<file path="config.mk">
export PLATFORM = sky130hd
export DESIGN_NAME = shf_unit
export DESIGN_NICKNAME = d
export VERILOG_FILES = /design/src/rtl/shf_pkg.sv /design/src/rtl/shf_cnt_class.sv /design/src/rtl/shf_datapath.sv /design/src/rtl/shf_flags.sv /design/src/rtl/shf_unit.sv
export SDC_FILE = /design/constraint.sdc
export NUM_CORES = 1
export LEC_CHECK = 0
export ABC_CLOCK_PERIOD_IN_PS = 5900
export BUFFER_PORTS_ARGS = -buffer_cell sky130_fd_sc_hd__buf_2
export CAP_MARGIN = 20
export CORE_ASPECT_RATIO = 1.5
export CORE_MARGIN = 2
export CORE_UTILIZATION = 67
export CTS_CLUSTER_DIAMETER = 120
export CTS_CLUSTER_SIZE = 12
export DETAILED_ROUTE_END_ITERATION = 16
export PLACE_DENSITY_LB_ADDON = 0.25
export SLEW_MARGIN = 10
export SYNTH_ARGS = -nofsm -noshare
export SYNTH_HDL_FRONTEND = slang
export SYNTH_SLANG_ARGS = --single-unit
</file>
<file path="constraint.sdc">
create_clock -name clk -period 5.9 [get_ports clk]
set_input_delay 0.295 -clock clk [delete_from_list [all_inputs] [get_ports clk]]
set_output_delay 0.295 -clock clk [all_outputs]
set_load 0.03 [all_outputs]
</file>
<file path="src/rtl/shf_pkg.sv">
package shf_pkg;
    typedef enum logic [1:0] {
        KIND_LSL  = 2'b00,
        KIND_LSR  = 2'b01,
        KIND_ASR  = 2'b10,
        KIND_LSR2 = 2'b11
    } shf_kind_e;

    typedef enum logic {
        ST_IDLE   = 1'b0,
        ST_LOADED = 1'b1
    } shf_state_e;

    typedef enum logic [1:0] {
        CLS_ZERO  = 2'b00,
        CLS_SHORT = 2'b01,
        CLS_WIDTH = 2'b10,
        CLS_OVER  = 2'b11
    } shf_cnt_cls_e;
endpackage

</file>
<file path="src/rtl/shf_cnt_class.sv">
module shf_cnt_class
    import shf_pkg::*;
#(
    parameter int DATA_W   = 32,
    parameter int CNT_IN_W = 8,
    parameter int CNT_W    = 6
) (
    input  logic [CNT_IN_W-1:0] count_raw,
    output logic [CNT_W-1:0]    eff_cnt,
    output logic [CNT_W-1:0]    asr_cnt,
    output shf_cnt_cls_e        cls
);
    localparam logic [CNT_W-1:0] WIDTH_CNT = CNT_W'(DATA_W);

    always_comb begin
        eff_cnt = count_raw[CNT_W-1:0];
        if (eff_cnt == '0)
            cls = CLS_ZERO;
        else if (eff_cnt < WIDTH_CNT)
            cls = CLS_SHORT;
        else if (eff_cnt == WIDTH_CNT)
            cls = CLS_WIDTH;
        else
            cls = CLS_OVER;
        // arithmetic shifts saturate at the word width
        asr_cnt = (cls == CLS_OVER) ? WIDTH_CNT : eff_cnt;
    end
endmodule

</file>
<file path="src/rtl/shf_datapath.sv">
module shf_datapath
    import shf_pkg::*;
#(
    parameter int DATA_W = 32,
    parameter int CNT_W  = 6
) (
    input  logic [DATA_W-1:0] a,
    input  logic [CNT_W-1:0]  eff_cnt,
    input  logic [CNT_W-1:0]  asr_cnt,
    input  shf_cnt_cls_e      cls,
    input  logic [1:0]        kind,
    input  logic              carry_prev,
    output logic [DATA_W-1:0] res,
    output logic              carry
);
    localparam int EXT_W = DATA_W + 1;

    logic [EXT_W-1:0]        left_ext;
    logic [EXT_W-1:0]        right_ext;
    logic signed [EXT_W-1:0] arith_ext;

    // one guard bit catches the last bit pushed out of the word
    assign left_ext  = {1'b0, a} << eff_cnt;
    assign right_ext = {a, 1'b0} >> eff_cnt;
    assign arith_ext = $signed({a, 1'b0}) >>> asr_cnt;

    always_comb begin
        res   = a;
        carry = carry_prev;
        if (cls != CLS_ZERO) begin
            unique case (kind)
                KIND_LSL: begin
                    res   = left_ext[DATA_W-1:0];
                    carry = left_ext[DATA_W];
                end
                KIND_ASR: begin
                    res   = arith_ext[DATA_W:1];
                    carry = arith_ext[0];
                end
                KIND_LSR, KIND_LSR2: begin
                    res   = right_ext[DATA_W:1];
                    carry = right_ext[0];
                end
                default: begin
                    res   = a;
                    carry = carry_prev;
                end
            endcase
        end
    end
endmodule

</file>
<file path="src/rtl/shf_flags.sv">
module shf_flags #(
    parameter int DATA_W = 32
) (
    input  logic [DATA_W-1:0] res,
    output logic              neg,
    output logic              zero
);
    assign neg  = res[DATA_W-1];
    assign zero = ~|res;
endmodule

</file>
<file path="src/rtl/shf_unit.sv">
module shf_unit
    import shf_pkg::*;
#(
    parameter int DATA_W   = 32,
    parameter int CNT_IN_W = 8,
    parameter int CNT_W    = 6
) (
    input  logic                clk,
    input  logic                rst_n,
    input  logic                in_valid,
    input  logic [DATA_W-1:0]   operand_i,
    input  logic [CNT_IN_W-1:0] count_i,
    input  logic [1:0]          kind_i,
    input  logic                carry_in_i,
    output logic [DATA_W-1:0]   result_o,
    output logic                carry_o,
    output logic                extend_o,
    output logic                neg_o,
    output logic                zero_o,
    output logic                ovf_o,
    output logic                out_valid_o
);
    localparam logic [CNT_W-1:0] WIDTH_CNT = CNT_W'(DATA_W);

    shf_state_e        state_q, state_d;
    logic [CNT_W-1:0]  eff_cnt, asr_cnt;
    shf_cnt_cls_e      cls;
    logic [DATA_W-1:0] res_c;
    logic              carry_c, neg_c, zero_c;

    shf_cnt_class #(.DATA_W(DATA_W), .CNT_IN_W(CNT_IN_W), .CNT_W(CNT_W)) u_cls (
        .count_raw (count_i),
        .eff_cnt   (eff_cnt),
        .asr_cnt   (asr_cnt),
        .cls       (cls)
    );

    shf_datapath #(.DATA_W(DATA_W), .CNT_W(CNT_W)) u_dp (
        .a          (operand_i),
        .eff_cnt    (eff_cnt),
        .asr_cnt    (asr_cnt),
        .cls        (cls),
        .kind       (kind_i),
        .carry_prev (carry_in_i),
        .res        (res_c),
        .carry      (carry_c)
    );

    shf_flags #(.DATA_W(DATA_W)) u_flg (
        .res  (res_c),
        .neg  (neg_c),
        .zero (zero_c)
    );

    always_comb begin
        state_d = state_q;
        unique case (state_q)
            ST_IDLE:   if (in_valid) state_d = ST_LOADED;
            ST_LOADED: if (!in_valid) state_d = ST_IDLE;
            default:   state_d = ST_IDLE;
        endcase
    end

    always_ff @(posedge clk) begin
        if (!rst_n) state_q <= ST_IDLE;
        else        state_q <= state_d;
    end

    always_ff @(posedge clk) begin
        if (!rst_n) begin
            result_o <= '0;
            carry_o  <= 1'b0;
            extend_o <= 1'b0;
            neg_o    <= 1'b0;
            zero_o   <= 1'b0;
            ovf_o    <= 1'b0;
        end else if (in_valid) begin
            result_o <= res_c;
            carry_o  <= carry_c;
            extend_o <= carry_c;
            neg_o    <= neg_c;
            zero_o   <= zero_c;
            ovf_o    <= 1'b0;
        end
    end

    assign out_valid_o = (state_q == ST_LOADED);

    AST_ZERO_KEEPS_CARRY: assert property (@(posedge clk) disable iff (!rst_n)
        in_valid && count_i[CNT_W-1:0] == '0 |=> carry_o == $past(carry_in_i) && result_o == $past(operand_i));
    AST_OVER_LOGICAL_CLEAR: assert property (@(posedge clk) disable iff (!rst_n)
        in_valid && kind_i != 2'b10 && count_i[CNT_W-1:0] > WIDTH_CNT |=> result_o == '0 && !carry_o);
    AST_ASR_SIGN_FILL: assert property (@(posedge clk) disable iff (!rst_n)
        in_valid && kind_i == 2'b10 && count_i[CNT_W-1:0] >= WIDTH_CNT
        |=> result_o == {DATA_W{$past(operand_i[DATA_W-1])}} && carry_o == $past(operand_i[DATA_W-1]));
    AST_EXTEND_TRACKS: assert property (@(posedge clk) disable iff (!rst_n)
        out_valid_o |-> extend_o == carry_o);
    AST_NZ_EXCLUSIVE: assert property (@(posedge clk) disable iff (!rst_n)
        out_valid_o |-> !(neg_o && zero_o) && !ovf_o);
    AST_HOLD_IDLE: assert property (@(posedge clk) disable iff (!rst_n)
        !in_valid |=> $stable(result_o) && $stable(carry_o) && !out_valid_o);
    AST_VALID_FOLLOWS: assert property (@(posedge clk) disable iff (!rst_n)
        in_valid |=> out_valid_o);
endmodule

</file>
==> results of run 1 <==
per-layer routing:
| metal | GRT overflow | global-route usage |
|---|---|---|
| met4 | 1 | 0.613 |
| met1 | 0 | 0.686 |
| met5 | 0 | 0.0625 |
| met2 | 0 | 0.877 |
| met3 | 0 | 0.415 |
cell families after synthesis:
group / synth area share
flip-flops: 0.0890
AO/OA/AOI/OAI: 0.304
buffers and inverters: 0.0823
multiplexers: 0.306
other: 0.000476
AND/OR/NAND/NOR: 0.218
stage by stage:
| stage | area, um^2 | cells | setup slack, ps |
|---|---|---|---|
| after floorplan | 7880 | 1058 | 2660 |
| after global placement | 8110 | 1179 | 1670 |
| after detailed placement | 8110 | 1179 | 1620 |
| after CTS | 8250 | 1187 | 1910 |
synth_stat cells (all sizes together), types with 9 or more instances:
cell type / number / area share
nand3: 35 / 0.022
a22oi: 10 / 0.0095
o21ai: 64 / 0.041
o211ai: 24 / 0.023
buf: 39 / 0.027
mux4: 57 / 0.17
a21oi: 55 / 0.035
a211o: 9 / 0.010
a211oi: 31 / 0.030
mux2: 33 / 0.048
mux2i: 73 / 0.093
o22ai: 38 / 0.030
nand2b: 13 / 0.010
nor2b: 11 / 0.0087
nor3: 32 / 0.020
dfxtp: 35 / 0.089
nor3b: 13 / 0.012
clkbuf: 98 / 0.047
nor2: 113 / 0.054
a31oi: 14 / 0.011
a221o: 9 / 0.011
inv: 15 / 0.0071
nand2: 94 / 0.045
==> flow_summary.toml, run 1 <==
[cts]
post_cts_buffers = 0
ctsHoldBuffers = 0
cts_root_buf = "clkbuf_16"
htreeDepth = 2
cts_inserted_buffers = 5
cts_resized = 0
cts_max_path_buffers = 2
clock-sinks = 35

[synthesis]
ys_seq_area_frac = 0.0890
ys_types = 78
yosysWarningCount = 0
netlist_area_um2 = 7880
synth_edf_count = 0
synthArstFlopShare = 0
syn_avg_cell_area_um2 = 7.44
syn-instance-count = 1058
ys_ff_latch = 35
synth_top_flop_cell = "dfxtp_1"
synthesis.nets = 1104

[floorplan]
die_w_um = 92.5
io_pins = 84
rows = 48
die_h_um = 137
initial_core_util = 0.687

[grt]
first_global_vias = 10000
grt_max_degree = 69
gr-total-overflow = 1
grt_usage = 0.656
grt_pass1_wl_um = 61500

[status]
error = "[ERROR GRT-0116] Global routing finished with congestion. Check the congestion regions in the DRC Viewer."
status = "stopped before the end"
stop_stage = "global routing"

[placed_design]
gp_congestion = 1.25
portBuffers = 80
place_hpwl_um = 27600
==> run 2, diff against run 1 <==
- CORE_ASPECT_RATIO: 1.5 -> default
- CORE_UTILIZATION: 67 -> 40
- CTS_CLUSTER_DIAMETER: 120 -> default
- CTS_CLUSTER_SIZE: 12 -> default
- PLACE_DENSITY_LB_ADDON: 0.25 -> 0.15
==> run 2 against run 1 <==
  * The flow now finishes without violations
  * Synthesized area is the same
  * Synthesized cell count is the same
==> flow_summary.toml, run 2 <==
[sta]
tightest_slew_ps = 990
setup_viol = 0
skew_ps = 0
rsz0062_at_grt = "no"
setup_ws_ps = 1730
setup-tns-final_ps = 0
fin_crit_ps = 4170
final-max-slew-violation-count = 0
fmax_ghz = 0.240
min_period_over_period = 0.707
whs_ps = 335
hold_viol = 0
maxSlewHeadroom = 0.321

[cells_and_area]
utilization = 0.437
layout_commonest_cell = "nor2_1"
largest_reg_flops = 32
synthToLayoutAreaGrowth_pct = 7.64
multiInputGateArea_um2 = 6540
seq_area_um2 = 701
fillers = 2080
drive_above_1_share = 0.214
nNetsFinal = 1087
layout_common_cells = "112 x nor2_1, 94 x nand2_1, 78 x buf_2, 73 x mux2i_1, 63 x o21ai_0"
regMostFlops = "result_o"

[power]
p_switching_mw = 0.635
combPwrFrac = 0.585
powerDensity_nw_per_um2 = 158
vdd_drop_max_v = 0.0000943
swShare = 0.473
leakagePower_nw = 3.17
clkPwrFrac = 0.222
p_seq_frac = 0.193
cell_internal_pwr_mw = 0.707
total_power_mw = 1.34

[route]
wl_per_cell_um = 33.8
drtIter0Drc = 1709
firstDrtPassIters = 6
finalWirelength_um = 44100
viasPerCell = 7.49
post-route-drc-count = 0
ant_nets = 0
vias = 9792

[cts]
clock-sinks = 35
cts_tree = "yes"
cts_max_path_buffers = 2
clkLatencyLatePin_ps = 270
cts_inserted_buffers = 5
cts_resized = 0
post_cts_buffers = 0
ctsHoldBuffers = 0
htreeDepth = 2
clk_pin_slew_ps = 60
cts_root_buf = "clkbuf_16"

[floorplan]
rows = 51
fp.coreArea_um2 = 19400
die_w_um = 144
dieArea_um2 = 20800
initial_core_util = 0.406
io_pins = 84
die_h_um = 144

[placed_design]
dp_slack_ps = 1640
portBuffers = 80
gp_congestion = 1.12
place_hpwl_um = 32400

[synthesis]
synth_edf_count = 0
syn-instance-count = 1058
netlist_area_um2 = 7880
synth_top_area_frac = 0.146
synth_common_cells = "113 x nor2_1, 98 x clkbuf_1, 94 x nand2_1"
ys_top_cells_by_area = "mux4_2 15%, mux2i_1 9.3%, dfxtp_1 8.9%"
ys_ff_latch = 35
synth_top_area_cell = "mux4_2"
ys_types = 78
syn_avg_cell_area_um2 = 7.44
yosysWarningCount = 0
synth_top_flop_cell = "dfxtp_1"
yosysMostFrequentCell = "nor2_1"
synthesis.nets = 1104
synthArstFlopShare = 0
ys_seq_area_frac = 0.0890

[setup_path]
cp_data_arrival_time_ps = 4360
start_kind = "primary input"
cpMaxStageDelayCell = "a2111oi_0"
worstPathMaxFanout = 87
crit_buf_inv = 2
critical_path_class = "primary input to register"
cp_slowest_stage_delay_ps = 830
end_kind = "register"
critPathTopFamily = "compound AO/OA/AOI/OAI gates"
path_cells = "buf_6 > buf_4 > mux2_2 > mux4_2 > a21oi_1 > a211oi_1 > a2111oi_0 > nor4b_1 > nand4_1 > o32ai_2"
worstPathRequired_ps = 6090

[grt]
first_global_vias = 8964
grt_usage = 0.422
grt_antenna_before_repair = 1
grt_pass1_wl_um = 63800
grt_max_degree = 88
gr-total-overflow = 0

[worst_hold_path]
hp-class = "primary input to register"

[status]
status = "finished, final reports clean"

[run]
maxCapViolations = 0
[run 2: cell counts after synthesis]
No cell type changed its count.
[run 2: logic make-up after synthesis]
logic type	after synthesis	synth area share
buf+inv	154	0.0823
mux	163	0.306
simple gates	359	0.218
compound gates	346	0.304
other cells	1	0.000476
flops	35	0.0890
[run 2: worst paths after layout]
check	from	endpoint	slack, ps	cells after the start
setup / recovery	count_i[0]	zero_o$_SDFFE_PN0P_	1730	10
hold reg to reg	result_o[5]$_SDFFE_PN0P_	result_o[5]$_SDFFE_PN0P_	460	2
setup reg to reg	result_o[21]$_SDFFE_PN0P_	result_o[21]$_SDFFE_PN0P_	5100	2
hold / removal	rst_n	result_o[21]$_SDFFE_PN0P_	340	2
[run 2: final cells by class]
class	instances	share of cell area
well taps	265	0.0391
inverters	17	0.00753
clock inverters	3	0.00517
flip-flops and latches	35	0.0827
clock buffers	5	0.0148
repair buffers	113	0.0790
diodes	1	0.000295
multi-input cells	869	0.772
[run 2: power by group through the flow]
stage	logic [mW]	clock network, mW	registers, mW
floorplan	0.462	0	0.293
global placement	0.750	0	0.264
detailed placement	0.745	0	0.264
CTS	0.748	0.303	0.259
global route	0.810	0.314	0.261
finish	0.785	0.298	0.259
[run 2: per-layer routing]
| layer | share of wire | track usage | vias up |
|---|---|---|---|
| met4 | 0.066 | 0.213 | 0 |
| li1 | - | - | 4084 |
| met1 | 0.38 | 0.572 | 4652 |
| met2 | 0.41 | 0.606 | 876 |
| met3 | 0.14 | 0.127 | 180 |
| met5 | 0 | 0 | - |
[run 2: metrics by stage]
stage                     instances  instance area [um^2]
after global placement         1299                  8310
after CTS                      1307                  8470
after floorplan                1058                  7880
after global routing           1307                  8470
after detailed placement       1299                  8310
final                          1308                  8480
[run 2: worst register-to-register path, delay by kind of cell (launching register included)]
family / cells / cell delay [ps]
flip-flops: 1 / 310
AND/OR/NAND/NOR: 1 / 270
AO/OA/AOI/OAI: 1 / 120
Note: power is estimated with default switching activity, not from simulation.
